$ cat config.mk
export PLATFORM = sky130hd
export DESIGN_NAME = ecc_err_log
export DESIGN_NICKNAME = d
export VERILOG_FILES = /design/src/rtl/ecc_log_pkg.sv /design/src/rtl/elog_status.sv /design/src/rtl/elog_capture.sv /design/src/rtl/elog_regs.sv /design/src/rtl/ecc_err_log.sv
export SDC_FILE = /design/constraint.sdc
export NUM_CORES = 1
export LEC_CHECK = 0
export BUFFER_PORTS_ARGS = -buffer_cell sky130_fd_sc_hd__buf_2
export CORE_MARGIN = 3
export CORE_UTILIZATION = 45
export DETAILED_ROUTE_END_ITERATION = 6
export GPL_TIMING_DRIVEN = 1
export PLACE_DENSITY = 0.79
export SLEW_MARGIN = 20
export SYNTH_ARGS = -nofsm -noshare
export SYNTH_HDL_FRONTEND = slang
export SYNTH_SLANG_ARGS = --single-unit
$ cat constraint.sdc
create_clock -name clk -period 1.2 [get_ports clk]
set_input_delay 0.06 -clock clk [delete_from_list [all_inputs] [get_ports clk]]
set_output_delay 0.06 -clock clk [all_outputs]
set_load 0.1 [all_outputs]
$ cat src/rtl/ecc_log_pkg.sv
package ecc_log_pkg;

    parameter int REG_W     = 16;
    parameter int ADDR_W    = 33;
    parameter int SYN_W     = 8;
    parameter int SEL_W     = 3;
    parameter int GRAIN_LSB = 7;
    parameter int N_SRC     = 5;

    typedef enum logic [SEL_W-1:0] {
        SEL_STATUS   = 3'd0,
        SEL_CMD      = 3'd1,
        SEL_ADDR_LO  = 3'd2,
        SEL_ADDR_HI  = 3'd3,
        SEL_ADDR_EXT = 3'd4,
        SEL_SYN      = 3'd5
    } reg_sel_e;

    typedef enum int {
        SRC_CE    = 0,
        SRC_UE    = 1,
        SRC_RFTO  = 2,
        SRC_LOCK  = 3,
        SRC_THERM = 4
    } src_e;

    typedef struct packed {
        logic [ADDR_W-1:0] addr;
        logic              chan;
        logic [SYN_W-1:0]  syn;
    } ecc_info_t;

    function automatic int src_bit(input int s);
        case (s)
            SRC_CE:    return 0;
            SRC_UE:    return 1;
            SRC_RFTO:  return 8;
            SRC_LOCK:  return 9;
            default:   return 11;
        endcase
    endfunction

    function automatic logic [REG_W-1:0] src_to_flags(input logic [N_SRC-1:0] ev);
        logic [REG_W-1:0] f;
        f = '0;
        for (int s = 0; s < N_SRC; s++) begin
            if (ev[s]) f[src_bit(s)] = 1'b1;
        end
        return f;
    endfunction

    localparam logic [REG_W-1:0] FLAG_MASK = src_to_flags({N_SRC{1'b1}});

endpackage

$ cat src/rtl/elog_status.sv
module elog_status
    import ecc_log_pkg::*;
(
    input  logic             clk,
    input  logic             rst,
    input  logic [N_SRC-1:0] ev,
    input  logic             clr_we,
    input  logic [REG_W-1:0] clr_data,
    output logic [REG_W-1:0] stat_q
);
    logic [REG_W-1:0] set_v;
    logic [REG_W-1:0] clr_v;
    logic [REG_W-1:0] stat_d;

    always_comb begin
        set_v  = src_to_flags(ev);
        clr_v  = clr_we ? (clr_data & FLAG_MASK) : '0;
        // a new event wins over a same-cycle clear
        stat_d = (stat_q & ~clr_v) | set_v;
    end

    always_ff @(posedge clk) begin
        if (rst) stat_q <= '0;
        else     stat_q <= stat_d;
    end
endmodule

$ cat src/rtl/elog_capture.sv
module elog_capture
    import ecc_log_pkg::*;
(
    input  logic      clk,
    input  logic      rst,
    input  logic      ce_evt,
    input  logic      ue_evt,
    input  logic      ce_held,
    input  logic      ue_held,
    input  ecc_info_t info_in,
    output ecc_info_t info_q
);
    logic take_ue;
    logic take_ce;

    always_comb begin
        take_ue = ue_evt && !ue_held;
        take_ce = ce_evt && !ue_evt && !ce_held && !ue_held;
    end

    always_ff @(posedge clk) begin
        if (rst)                   info_q <= '0;
        else if (take_ue || take_ce) info_q <= info_in;
    end
endmodule

$ cat src/rtl/elog_regs.sv
module elog_regs
    import ecc_log_pkg::*;
(
    input  logic             clk,
    input  logic             rst,
    input  logic             we,
    input  logic [SEL_W-1:0] sel,
    input  logic [REG_W-1:0] wdata,
    input  logic [REG_W-1:0] stat_q,
    input  ecc_info_t        info_q,
    output logic [REG_W-1:0] cmd_q,
    output logic [REG_W-1:0] rdata
);
    localparam int HI_LSB  = REG_W;
    localparam int HI_MSB  = 2 * REG_W - 1;
    localparam int EXT_W   = ADDR_W - 2 * REG_W;
    localparam int LO_PAD  = GRAIN_LSB - 1;

    logic [REG_W-1:0] w_lo;
    logic [REG_W-1:0] w_hi;
    logic [REG_W-1:0] w_ext;
    logic [REG_W-1:0] w_syn;

    always_ff @(posedge clk) begin
        if (rst)
            cmd_q <= '0;
        else if (we && sel == SEL_CMD)
            cmd_q <= wdata & FLAG_MASK;
    end

    always_comb begin
        w_lo  = {info_q.addr[REG_W-1:GRAIN_LSB], {LO_PAD{1'b0}}, info_q.chan};
        w_hi  = info_q.addr[HI_MSB:HI_LSB];
        w_ext = {{(REG_W-EXT_W){1'b0}}, info_q.addr[ADDR_W-1:2*REG_W]};
        w_syn = {{(REG_W-SYN_W){1'b0}}, info_q.syn};
        case (sel)
            SEL_STATUS:   rdata = stat_q;
            SEL_CMD:      rdata = cmd_q;
            SEL_ADDR_LO:  rdata = w_lo;
            SEL_ADDR_HI:  rdata = w_hi;
            SEL_ADDR_EXT: rdata = w_ext;
            SEL_SYN:      rdata = w_syn;
            default:      rdata = '0;
        endcase
    end
endmodule

$ cat src/rtl/ecc_err_log.sv
module ecc_err_log
    import ecc_log_pkg::*;
(
    input  logic              clk,
    input  logic              rst,
    input  logic              ce_evt,
    input  logic              ue_evt,
    input  logic              rfto_evt,
    input  logic              lock_evt,
    input  logic              therm_evt,
    input  logic [ADDR_W-1:0] ecc_addr,
    input  logic              ecc_chan,
    input  logic [SYN_W-1:0]  ecc_syn,
    input  logic              reg_we,
    input  logic [SEL_W-1:0]  reg_sel,
    input  logic [REG_W-1:0]  reg_wdata,
    output logic [REG_W-1:0]  reg_rdata,
    output logic              serr_o
);
    localparam int CE_BIT = src_bit(SRC_CE);
    localparam int UE_BIT = src_bit(SRC_UE);

    logic [N_SRC-1:0] ev;
    logic [REG_W-1:0] stat_q;
    logic [REG_W-1:0] cmd_q;
    logic             clr_we;
    ecc_info_t        info_in;
    ecc_info_t        info_q;
    logic [SYN_W-1:0] log_syn;

    always_comb begin
        ev            = '0;
        ev[SRC_CE]    = ce_evt;
        ev[SRC_UE]    = ue_evt;
        ev[SRC_RFTO]  = rfto_evt;
        ev[SRC_LOCK]  = lock_evt;
        ev[SRC_THERM] = therm_evt;
        clr_we        = reg_we && (reg_sel == SEL_STATUS);
        info_in.addr  = ecc_addr;
        info_in.chan  = ecc_chan;
        info_in.syn   = ecc_syn;
        log_syn       = info_q.syn;
    end

    elog_status u_status (
        .clk      (clk),
        .rst      (rst),
        .ev       (ev),
        .clr_we   (clr_we),
        .clr_data (reg_wdata),
        .stat_q   (stat_q)
    );

    elog_capture u_capture (
        .clk     (clk),
        .rst     (rst),
        .ce_evt  (ce_evt),
        .ue_evt  (ue_evt),
        .ce_held (stat_q[CE_BIT]),
        .ue_held (stat_q[UE_BIT]),
        .info_in (info_in),
        .info_q  (info_q)
    );

    elog_regs u_regs (
        .clk    (clk),
        .rst    (rst),
        .we     (reg_we),
        .sel    (reg_sel),
        .wdata  (reg_wdata),
        .stat_q (stat_q),
        .info_q (info_q),
        .cmd_q  (cmd_q),
        .rdata  (reg_rdata)
    );

    assign serr_o = |(stat_q & cmd_q);
endmodule

==> results of run 1 <==
-- power by group through the flow --
| stage | clock, mW | combinational [mW] | sequential [mW] |
|---|---|---|---|
| finish | 0.926 | 1.03 | 1.69 |
| global route | 1.02 | 1.10 | 1.70 |
| CTS | 0.944 | 1.01 | 1.67 |
| detailed placement | 0 | 0.868 | 1.70 |
| global placement | 0 | 0.848 | 1.70 |
| floorplan | 0 | 0.603 | 1.68 |
-- sequential cells by signal, indices dropped and copies added (netlist names) --
name	cells
u_capture.info_q	35
u_regs.cmd_q	5
u_status.stat_q	5
-- per-layer routing --
layer  track usage (%)  part of all wire, %
met5                 0                    0
met4              5.24                  1.4
met3              5.39                  4.0
met2              34.3                   52
met1              24.0                   42
-- metrics by stage --
step                setup WS (ps)  TNS [ps]  util [%]  hold WS [ps]  area, um^2
floorplan                    -142      -575         -           169        2480
global placement            -8.77     -27.3      64.3           274        3160
detailed placement          -81.2      -731      64.3           277        3160
CTS                          -286     -1520      71.2          6.17        3500
global route                 -375     -2260      72.6          3.93        3570
finish                       -283     -1520      72.6          5.09        3570
-- cells by family (layout without fill, tap and decap cells) --
kind of cell	count (synthesis)	in the layout	share of synthesized area [%]
mux	52	52	24.2
buf+inv	23	111	6.29
flops	45	45	38.1
simple gates	104	104	26.2
compound gates	17	17	5.34
-- worst paths after layout --
path	from	end	slack [ps]	cells after the start
max	u_status.stat_q[0]	reg_rdata[0]	-280	4
min	ecc_addr[14]	u_capture.info_q[23]	5	3
max reg2reg	u_status.stat_q[0]	u_capture.info_q[17]	-40	5
min reg2reg	u_capture.info_q[18]	u_capture.info_q[18]	480	2
-- layout by cell type, fill, tap and decap left out, types with 2 or more instances in the layout --
cell type	count
dfxtp_1	24
dlygate4sd3_1	5
a22oi_2	5
mux2i_1	44
dfxtp_2	20
nor2_2	4
clkbuf_8	5
nand3_1	3
nor2b_1	2
a311oi_1	5
mux2i_4	2
buf_4	16
mux4_2	4
buf_2	49
nand2b_1	71
buf_6	2
buf_12	22
nor2b_4	8
inv_1	5
o21ai_4	3
nor2_1	10
clkinvlp_4	2
-- cell type report --
| cell class | instances | area [um^2] |
|---|---|---|
| Clock buffer | 6 | 72.6 |
| Clock inverter | 2 | 15.0 |
| Fill cell | 342 | 1350 |
| Inverter | 6 | 22.5 |
| Multi-Input combinational cell | 173 | 1500 |
| Sequential cell | 45 | 930 |
| Tap cell | 67 | 83.8 |
| Timing Repair Buffer | 97 | 938 |
-- what timing repair did --
action / in CTS / in global routing
setup endpoints to repair: 45 / 38
setup buffers: 5 / 2
hold buffers: 5 / 0
cloned: 2 / 1
resized for setup: 29 / 20
endpoints found under the hold margin: 5 / 0
pin swaps: 2 / 3
-- worst min-delay path, cell delays in order --
cell and delay, ps:
buf_2 90, nand2b_1 60, mux2i_1 60
==> flow_metrics.tcl, run 1 <==
set metrics [dict create \
    power_density_mw_per_mm2 1020 \
    syn_area_mm2 0.00237 \
    relSlewSlack_pct 72.4 \
    violations "setup timing" \
    criticalPathCategory "register to primary output" \
    synth_seq_cells 45 \
    grt.overflow.total 0 \
    cp_cell_sequence "mux4_2, inv_2, o21ai_4, buf_12" \
    comb_power_share_pct 28.3 \
    power.switching_mw 1.10 \
    fin_cells 396 \
    crit_fanout 4 \
    cts_tree "built" \
    antenna_found_initial 0 \
    die_width_um 78.5 \
    synth_cell_type_count 23 \
    place_hpwl_mm 4.07 \
    cts.reportedPaths.clkPinSlew_ps 90 \
    outcome "finished with violations" \
    worstMarginPinSlew_ps 414 \
    crit_buf_inv 2 \
    synthToLayoutAreaGrowth_pct 50.6 \
    synth-edff-count 0 \
    critPathMaxStageDelay_ps 470 \
    die-area_mm2 0.00617 \
    seq_area_frac_synth_pct 38.1 \
    cts-root-buf "clkbuf_8" \
    cp_slowest_cell "mux4_2" \
    setup_viol 8 \
    synth.yosys.warnings 0 \
    p_leak_nw 1.50 \
    clock_path_buffers 2 \
    yosys-top-cells-area "dfxtp_1 (38%), mux2i_1 (20%), nand2b_1 (19%), mux4_2 (3.8%), nor2b_1 (2.6%)" \
    diodes 0 \
    start_util_pct 48.2 \
    power_mw 3.64 \
    placed_cells 374 \
    async_reset_ff_share_pct 0 \
    drc 0 \
    grt_pass1_wl_mm 9.49 \
    hp-class "primary input to register" \
    fin_ws_ps -283 \
    clk_latency_ps 300 \
    core-area_mm2 0.00491 \
    p_clk_share_pct 25.4 \
    h-tree-depth 2 \
    grt_max_degree 53 \
    arrival_ps 1420 \
    yosysTopAreaCell "dfxtp_1" \
    slew_violations 0 \
    nets 397 \
    cp-start-kind "register" \
    die_h_um 78.5 \
    maxCapViolCount 0 \
    switching_share_pct 30.2 \
    syn_inst 241 \
    first_global_vias 1966 \
    vias 1959 \
    fmax_ghz 0.674 \
    boundaryPins 86 \
    cts_sinks 45 \
    grt_use_total_pct 19.8 \
    fp-row-count 25 \
    p_seq_share_pct 46.3 \
    post-route-min-period_ps 1480 \
    p_int_mw 2.55 \
    first_pass_iters 6 \
    skew_ps 6.54 \
    synth.avg_cell_area_um2 9.82 \
    routed_wl_mm 6.03 \
    cpLargestDelayFamily "multiplexers" \
    rsz0062_at_grt "yes" \
    cts_made_buffers 5 \
    synth_top_area_share_pct 38.1 \
    gp_congestion 0.838 \
    endpoint_kind "primary output" \
    layout-drive-gt1-share_pct 46.8 \
    syn_nets 310 \
    port_buffers 67 \
    fin_crit_sh_pct 124 \
    ys.flop_type "dfxtp_1" \
    vias_per_cell 4.95 \
    ant_nets 0 \
    drt_iter0_drc 57 \
    crit_required_ps 1140 \
    hold_viol 0 \
    peakVddDrop_v 0.000625 \
    yosysMostFrequentCell "nand2b_1" \
    synth_common_cells "nand2b_1 (72), mux2i_1 (47), dfxtp_1 (45)" \
    wl_per_cell_um 15.2 \
]
(Power assumes the default switching activity.)
==> run 2: changes to the inputs <==
- REMOVE_ABC_BUFFERS: default -> 1
==> run 2 against run 1 <==
  * The flow still finishes with violations (setup timing)
  * Clock skew down 0.60 ps
  * Sequential share of layout area is 0.17 points higher
  * Cell count increased by 1.5%
  * Worst hold slack better by 2.1 ps
  * Register-to-register slack worse by 100 ps
  * First-iteration DRC count is 23% higher
  * Largest cell class unchanged
  * Largest power group unchanged
  * Highest routed layer unchanged
==> flow_metrics.tcl, run 2 (synthesis results as in run 1) <==
set metrics [dict create \
    outcome "finished with violations" \
    violations "setup timing" \
    cts_made_buffers 5 \
    setup_viol 41 \
    crit_fanout 3 \
    first_pass_iters 4 \
    multi_input_area_mm2 0.00140 \
    maxCapViolCount 0 \
    h-tree-depth 2 \
    skew_ps 5.94 \
    dp_slack_ps -63.7 \
    largest_reg_flops 35 \
    routed_wl_mm 5.86 \
    fin_util_pct 71.5 \
    cp_slowest_cell "mux4_2" \
    grt_max_degree 81 \
    nets 404 \
    cts_tree "built" \
    post-route-min-period_ps 1500 \
    critPathMaxStageDelay_ps 470 \
    relSlewSlack_pct 71.0 \
    hp-class "primary input to register" \
    ant_nets 0 \
    fmax_ghz 0.668 \
    die-area_mm2 0.00617 \
    port_buffers 67 \
    criticalPathCategory "register to primary output" \
    cpLargestDelayFamily "multiplexers" \
    clock_path_buffers 2 \
    finalSetupTns_ps -3710 \
    cts-root-buf "clkbuf_8" \
    slew_violations 0 \
    boundaryPins 86 \
    worstMarginPinSlew_ps 434 \
    endpoint_kind "primary output" \
    r2r_end "u_capture.info_q[38]" \
    arrival_ps 1440 \
    grt_use_total_pct 19.2 \
    r2r_cells 5 \
    cp-startpoint "u_status.stat_q[0]" \
    cp.depth 4 \
    nFillCells 382 \
    fin_cells 402 \
    seqCellArea_um2 921 \
    fin_ws_ps -298 \
    diodes 0 \
    power_density_mw_per_mm2 1030 \
    power_mw 3.61 \
    peakVddDrop_v 0.000777 \
    final_common_cell "nand2b_1" \
    core-area_mm2 0.00491 \
    layout-drive-gt1-share_pct 44.2 \
    placed_cells 381 \
    start_util_pct 48.2 \
    regMostFlops "u_capture.info_q" \
    rr_startpoint "u_status.stat_q[0]" \
    die_h_um 78.5 \
    cp-start-kind "register" \
    p_leak_nw 1.53 \
    cp_cell_sequence "mux4_2, inv_2, o21ai_2, clkbuf_16" \
    crit_required_ps 1140 \
    grt_pass1_wl_mm 9.43 \
    clk_latency_ps 290 \
    top_regs "u_capture.info_q x35, u_regs.cmd_q x5, u_status.stat_q x5" \
    cts_sinks 45 \
    grt.overflow.total 0 \
    crit_buf_inv 2 \
    drt_iter0_drc 70 \
    synthToLayoutAreaGrowth_pct 48.3 \
    rsz0062_at_grt "yes" \
    r2r_slack_ps -140 \
    crit_end "reg_rdata[0]" \
    cts.reportedPaths.clkPinSlew_ps 80 \
    fp-row-count 25 \
    gp_congestion 0.869 \
    wl_per_cell_um 14.6 \
    vias 1980 \
    fin_crit_sh_pct 125 \
    drc 0 \
    antenna_found_initial 0 \
    hold_viol 0 \
    die_width_um 78.5 \
    vias_per_cell 4.93 \
    mostFrequentLayoutCells "nand2b_1 (72), buf_2 (49), mux2i_1 (46)" \
    first_global_vias 1989 \
    place_hpwl_mm 3.77 \
]
[run 2: final cells by class]
| cell class | count | area share (%) |
|---|---|---|
| Multi-Input combinational cell | 173 | 39.9 |
| Timing Repair Buffer | 104 | 28.3 |
| Sequential cell | 45 | 26.2 |
| Clock buffer | 7 | 2.46 |
| Tap cell | 67 | 2.39 |
| Inverter | 6 | 0.642 |
[run 2: report_power, final]
group	switching (mW)	internal, mW	total [mW]	leakage, nW
combinational	0.489	0.510	0.999	1.10
sequential	0.0594	1.61	1.67	0.377
clock	0.483	0.457	0.941	0.0443
total	1.03	2.58	3.61	1.53
[run 2: repair_timing]
action                                 4_1_cts  5_1_grt
buffers inserted                             8        2
pin swaps                                    3        2
gates cloned                                 2        0
endpoints found under the hold margin        5        0
hold buffers                                 5        0
setup endpoints to repair                   40       52
gates resized for setup                     26       26
[run 2: layer usage]
| metal | GRT usage (%) | share of wire, % | vias up |
|---|---|---|---|
| met5 | 0 | 0 | - |
| met4 | 6.12 | 1.5 | 0 |
| met3 | 5.85 | 5.3 | 12 |
| met2 | 32.8 | 50 | 51 |
| met1 | 22.9 | 43 | 920 |
| li1 | - | - | 997 |
[run 2: how the worst min path moves through the flow]
stage,startpoint,endpoint,slack (ps),depth (start not counted)
finish,ecc_addr[27],u_capture.info_q[36],7,3
global route,ecc_addr[27],u_capture.info_q[36],-0.1,3
CTS,ecc_addr[13],u_capture.info_q[22],10,3
detailed placement,reg_wdata[9],u_status.stat_q[9],280,2
global placement,reg_wdata[8],u_status.stat_q[8],270,2
floorplan,rst,u_status.stat_q[0],130,1
[run 2: per-stage QoR]
stage	hold slack (ps)	instance area, um^2
after detailed placement	277	3140
final	7.19	3510
after CTS	14.5	3440
after floorplan	132	2240
after global placement	270	3140
after global routing	-0.114	3510
[run 2: worst min-delay path, delay by kind of cell]
kind | cells | cell delay [ps]
buf+inv | 1 | 90
mux | 1 | 60
simple gates | 1 | 50
==> run 3: changes to the inputs <==
- SETUP_SLACK_MARGIN: default -> 0.02
==> run 3 against run 2 <==
  * The run still ends with setup timing left
  * Via count up 1.1%
  * Routed wire length increased by 0.19%
  * Critical path depth unchanged
  * Sequential power barely moved
  * Design area up 0.18%
  * Core utilization up 0.13 points
  * Die area did not move
  * Largest cell class unchanged
==> flow_metrics.tcl, run 3 (synthesis results as in run 1) <==
set metrics [dict create \
    outcome "finished with violations" \
    violations "setup timing" \
    placed_cells 381 \
    antenna_found_initial 0 \
    largest_reg_flops 35 \
    arrival_ps 1400 \
    start_util_pct 48.2 \
    gp_congestion 0.869 \
    hp-class "primary input to register" \
    ant_nets 0 \
    relSlewSlack_pct 70.8 \
    slew_violations 0 \
    drt_iter0_drc 77 \
    setup_viol 29 \
    core-area_mm2 0.00491 \
    critPathMaxStageDelay_ps 470 \
    clock_path_buffers 2 \
    grt_pass1_wl_mm 9.49 \
    h-tree-depth 2 \
    diodes 0 \
    crit_fanout 3 \
    vias_per_cell 4.98 \
    cp_cell_sequence "mux4_2, inv_2, o21ai_2, buf_12" \
    skew_ps 8.56 \
    cts-root-buf "clkbuf_8" \
    nets 404 \
    wl_per_cell_um 14.6 \
    cp-start-kind "register" \
    first_global_vias 2001 \
    place_hpwl_mm 3.77 \
    die_h_um 78.5 \
    clk_latency_ps 290 \
    cp_slowest_cell "mux4_2" \
    routed_wl_mm 5.87 \
    port_buffers 67 \
    cts_made_buffers 5 \
    power_mw 3.61 \
    fin_util_pct 71.6 \
    peakVddDrop_v 0.000773 \
    top_regs "u_capture.info_q x35, u_regs.cmd_q x5, u_status.stat_q x5" \
    cpLargestDelayFamily "multiplexers" \
    grt_use_total_pct 19.2 \
    fin_cells 402 \
    dp_slack_ps -63.7 \
    crit_required_ps 1140 \
    endpoint_kind "primary output" \
    final_common_cell "nand2b_1" \
    grt_max_degree 81 \
    first_pass_iters 4 \
    post-route-min-period_ps 1460 \
    cts_sinks 45 \
    synthToLayoutAreaGrowth_pct 48.5 \
    mostFrequentLayoutCells "nand2b_1 (71), buf_2 (49), mux2i_1 (45)" \
    cts_tree "built" \
    fmax_ghz 0.685 \
    drc 0 \
    criticalPathCategory "register to primary output" \
    layout-drive-gt1-share_pct 47.8 \
    crit_buf_inv 2 \
    cts.reportedPaths.clkPinSlew_ps 80 \
    hold_viol 0 \
    regMostFlops "u_capture.info_q" \
    maxCapViolCount 0 \
    fin_ws_ps -259 \
    boundaryPins 86 \
    fin_crit_sh_pct 122 \
    p_leak_nw 1.52 \
    finalSetupTns_ps -1970 \
    vias 2002 \
    fp-row-count 25 \
    grt.overflow.total 0 \
    power_density_mw_per_mm2 1030 \
    die_width_um 78.5 \
    die-area_mm2 0.00617 \
    worstMarginPinSlew_ps 439 \
    rsz0062_at_grt "yes" \
]
## run 3: cell count changes in the layout (fill, tap and decap cells not counted), sizes merged
cell / previous run / this run
clkbuf: 10 / 9
buf: 95 / 97
bufbuf: 1 / 0
## run 3: layout make-up
class                   count  area (um^2)
flip-flops and latches     45          933
well taps                  67         83.8
clock buffers               7         86.3
inverters                   6         22.5
fillers                   378         1400
repair buffers            104          977
multi-input cells         173         1410
## run 3: where the power goes
group / internal (mW) / total, mW / switching [mW]
clock: 0.457 / 0.939 / 0.482
combinational: 0.501 / 0.995 / 0.494
sequential: 1.61 / 1.67 / 0.0598
## run 3: path summary, 6_finish.rpt
kind                         from  cells past startpoint  slack [ps]                    to
max            u_status.stat_q[0]                      4        -260          reg_rdata[0]
min                  ecc_addr[27]                      3           4  u_capture.info_q[36]
max reg2reg    u_status.stat_q[0]                      5         -60  u_capture.info_q[33]
min reg2reg  u_capture.info_q[39]                      2         470  u_capture.info_q[39]
## run 3: stage by stage
stage	instance area [um^2]	hold WS, ps
2_1_floorplan	2240	132
3_3_place_gp	3140	270
3_5_place_dp	3140	277
4_1_cts	3460	14.5
5_1_grt	3520	2.34
6_report	3520	4.47
## run 3: per-layer routing
metal / track usage [%] / share of wire (%) / vias to the layer above
met5: 0 / 0 / -
met4: 6.29 / 1.6 / 0
met3: 5.96 / 5.4 / 12
met2: 32.8 / 50 / 53
met1: 22.9 / 43 / 941
li1: - / - / 996
## run 3: timing repair
| item | in CTS | in global routing |
|---|---|---|
| resized for setup | 34 | 33 |
| hold buffers | 5 | 0 |
| endpoints found under the setup margin | 46 | 51 |
| buffers inserted | 9 | 2 |
| hold endpoints to repair | 5 | 0 |
| pin swaps | 3 | 5 |
| gates cloned | 2 | 0 |
## run 3: worst min-delay path: cells and delay by family
kind                   cells  cell delay (ps)
buffers and inverters      1               90
muxes                      1               60
and+or+nand+nor            1               50
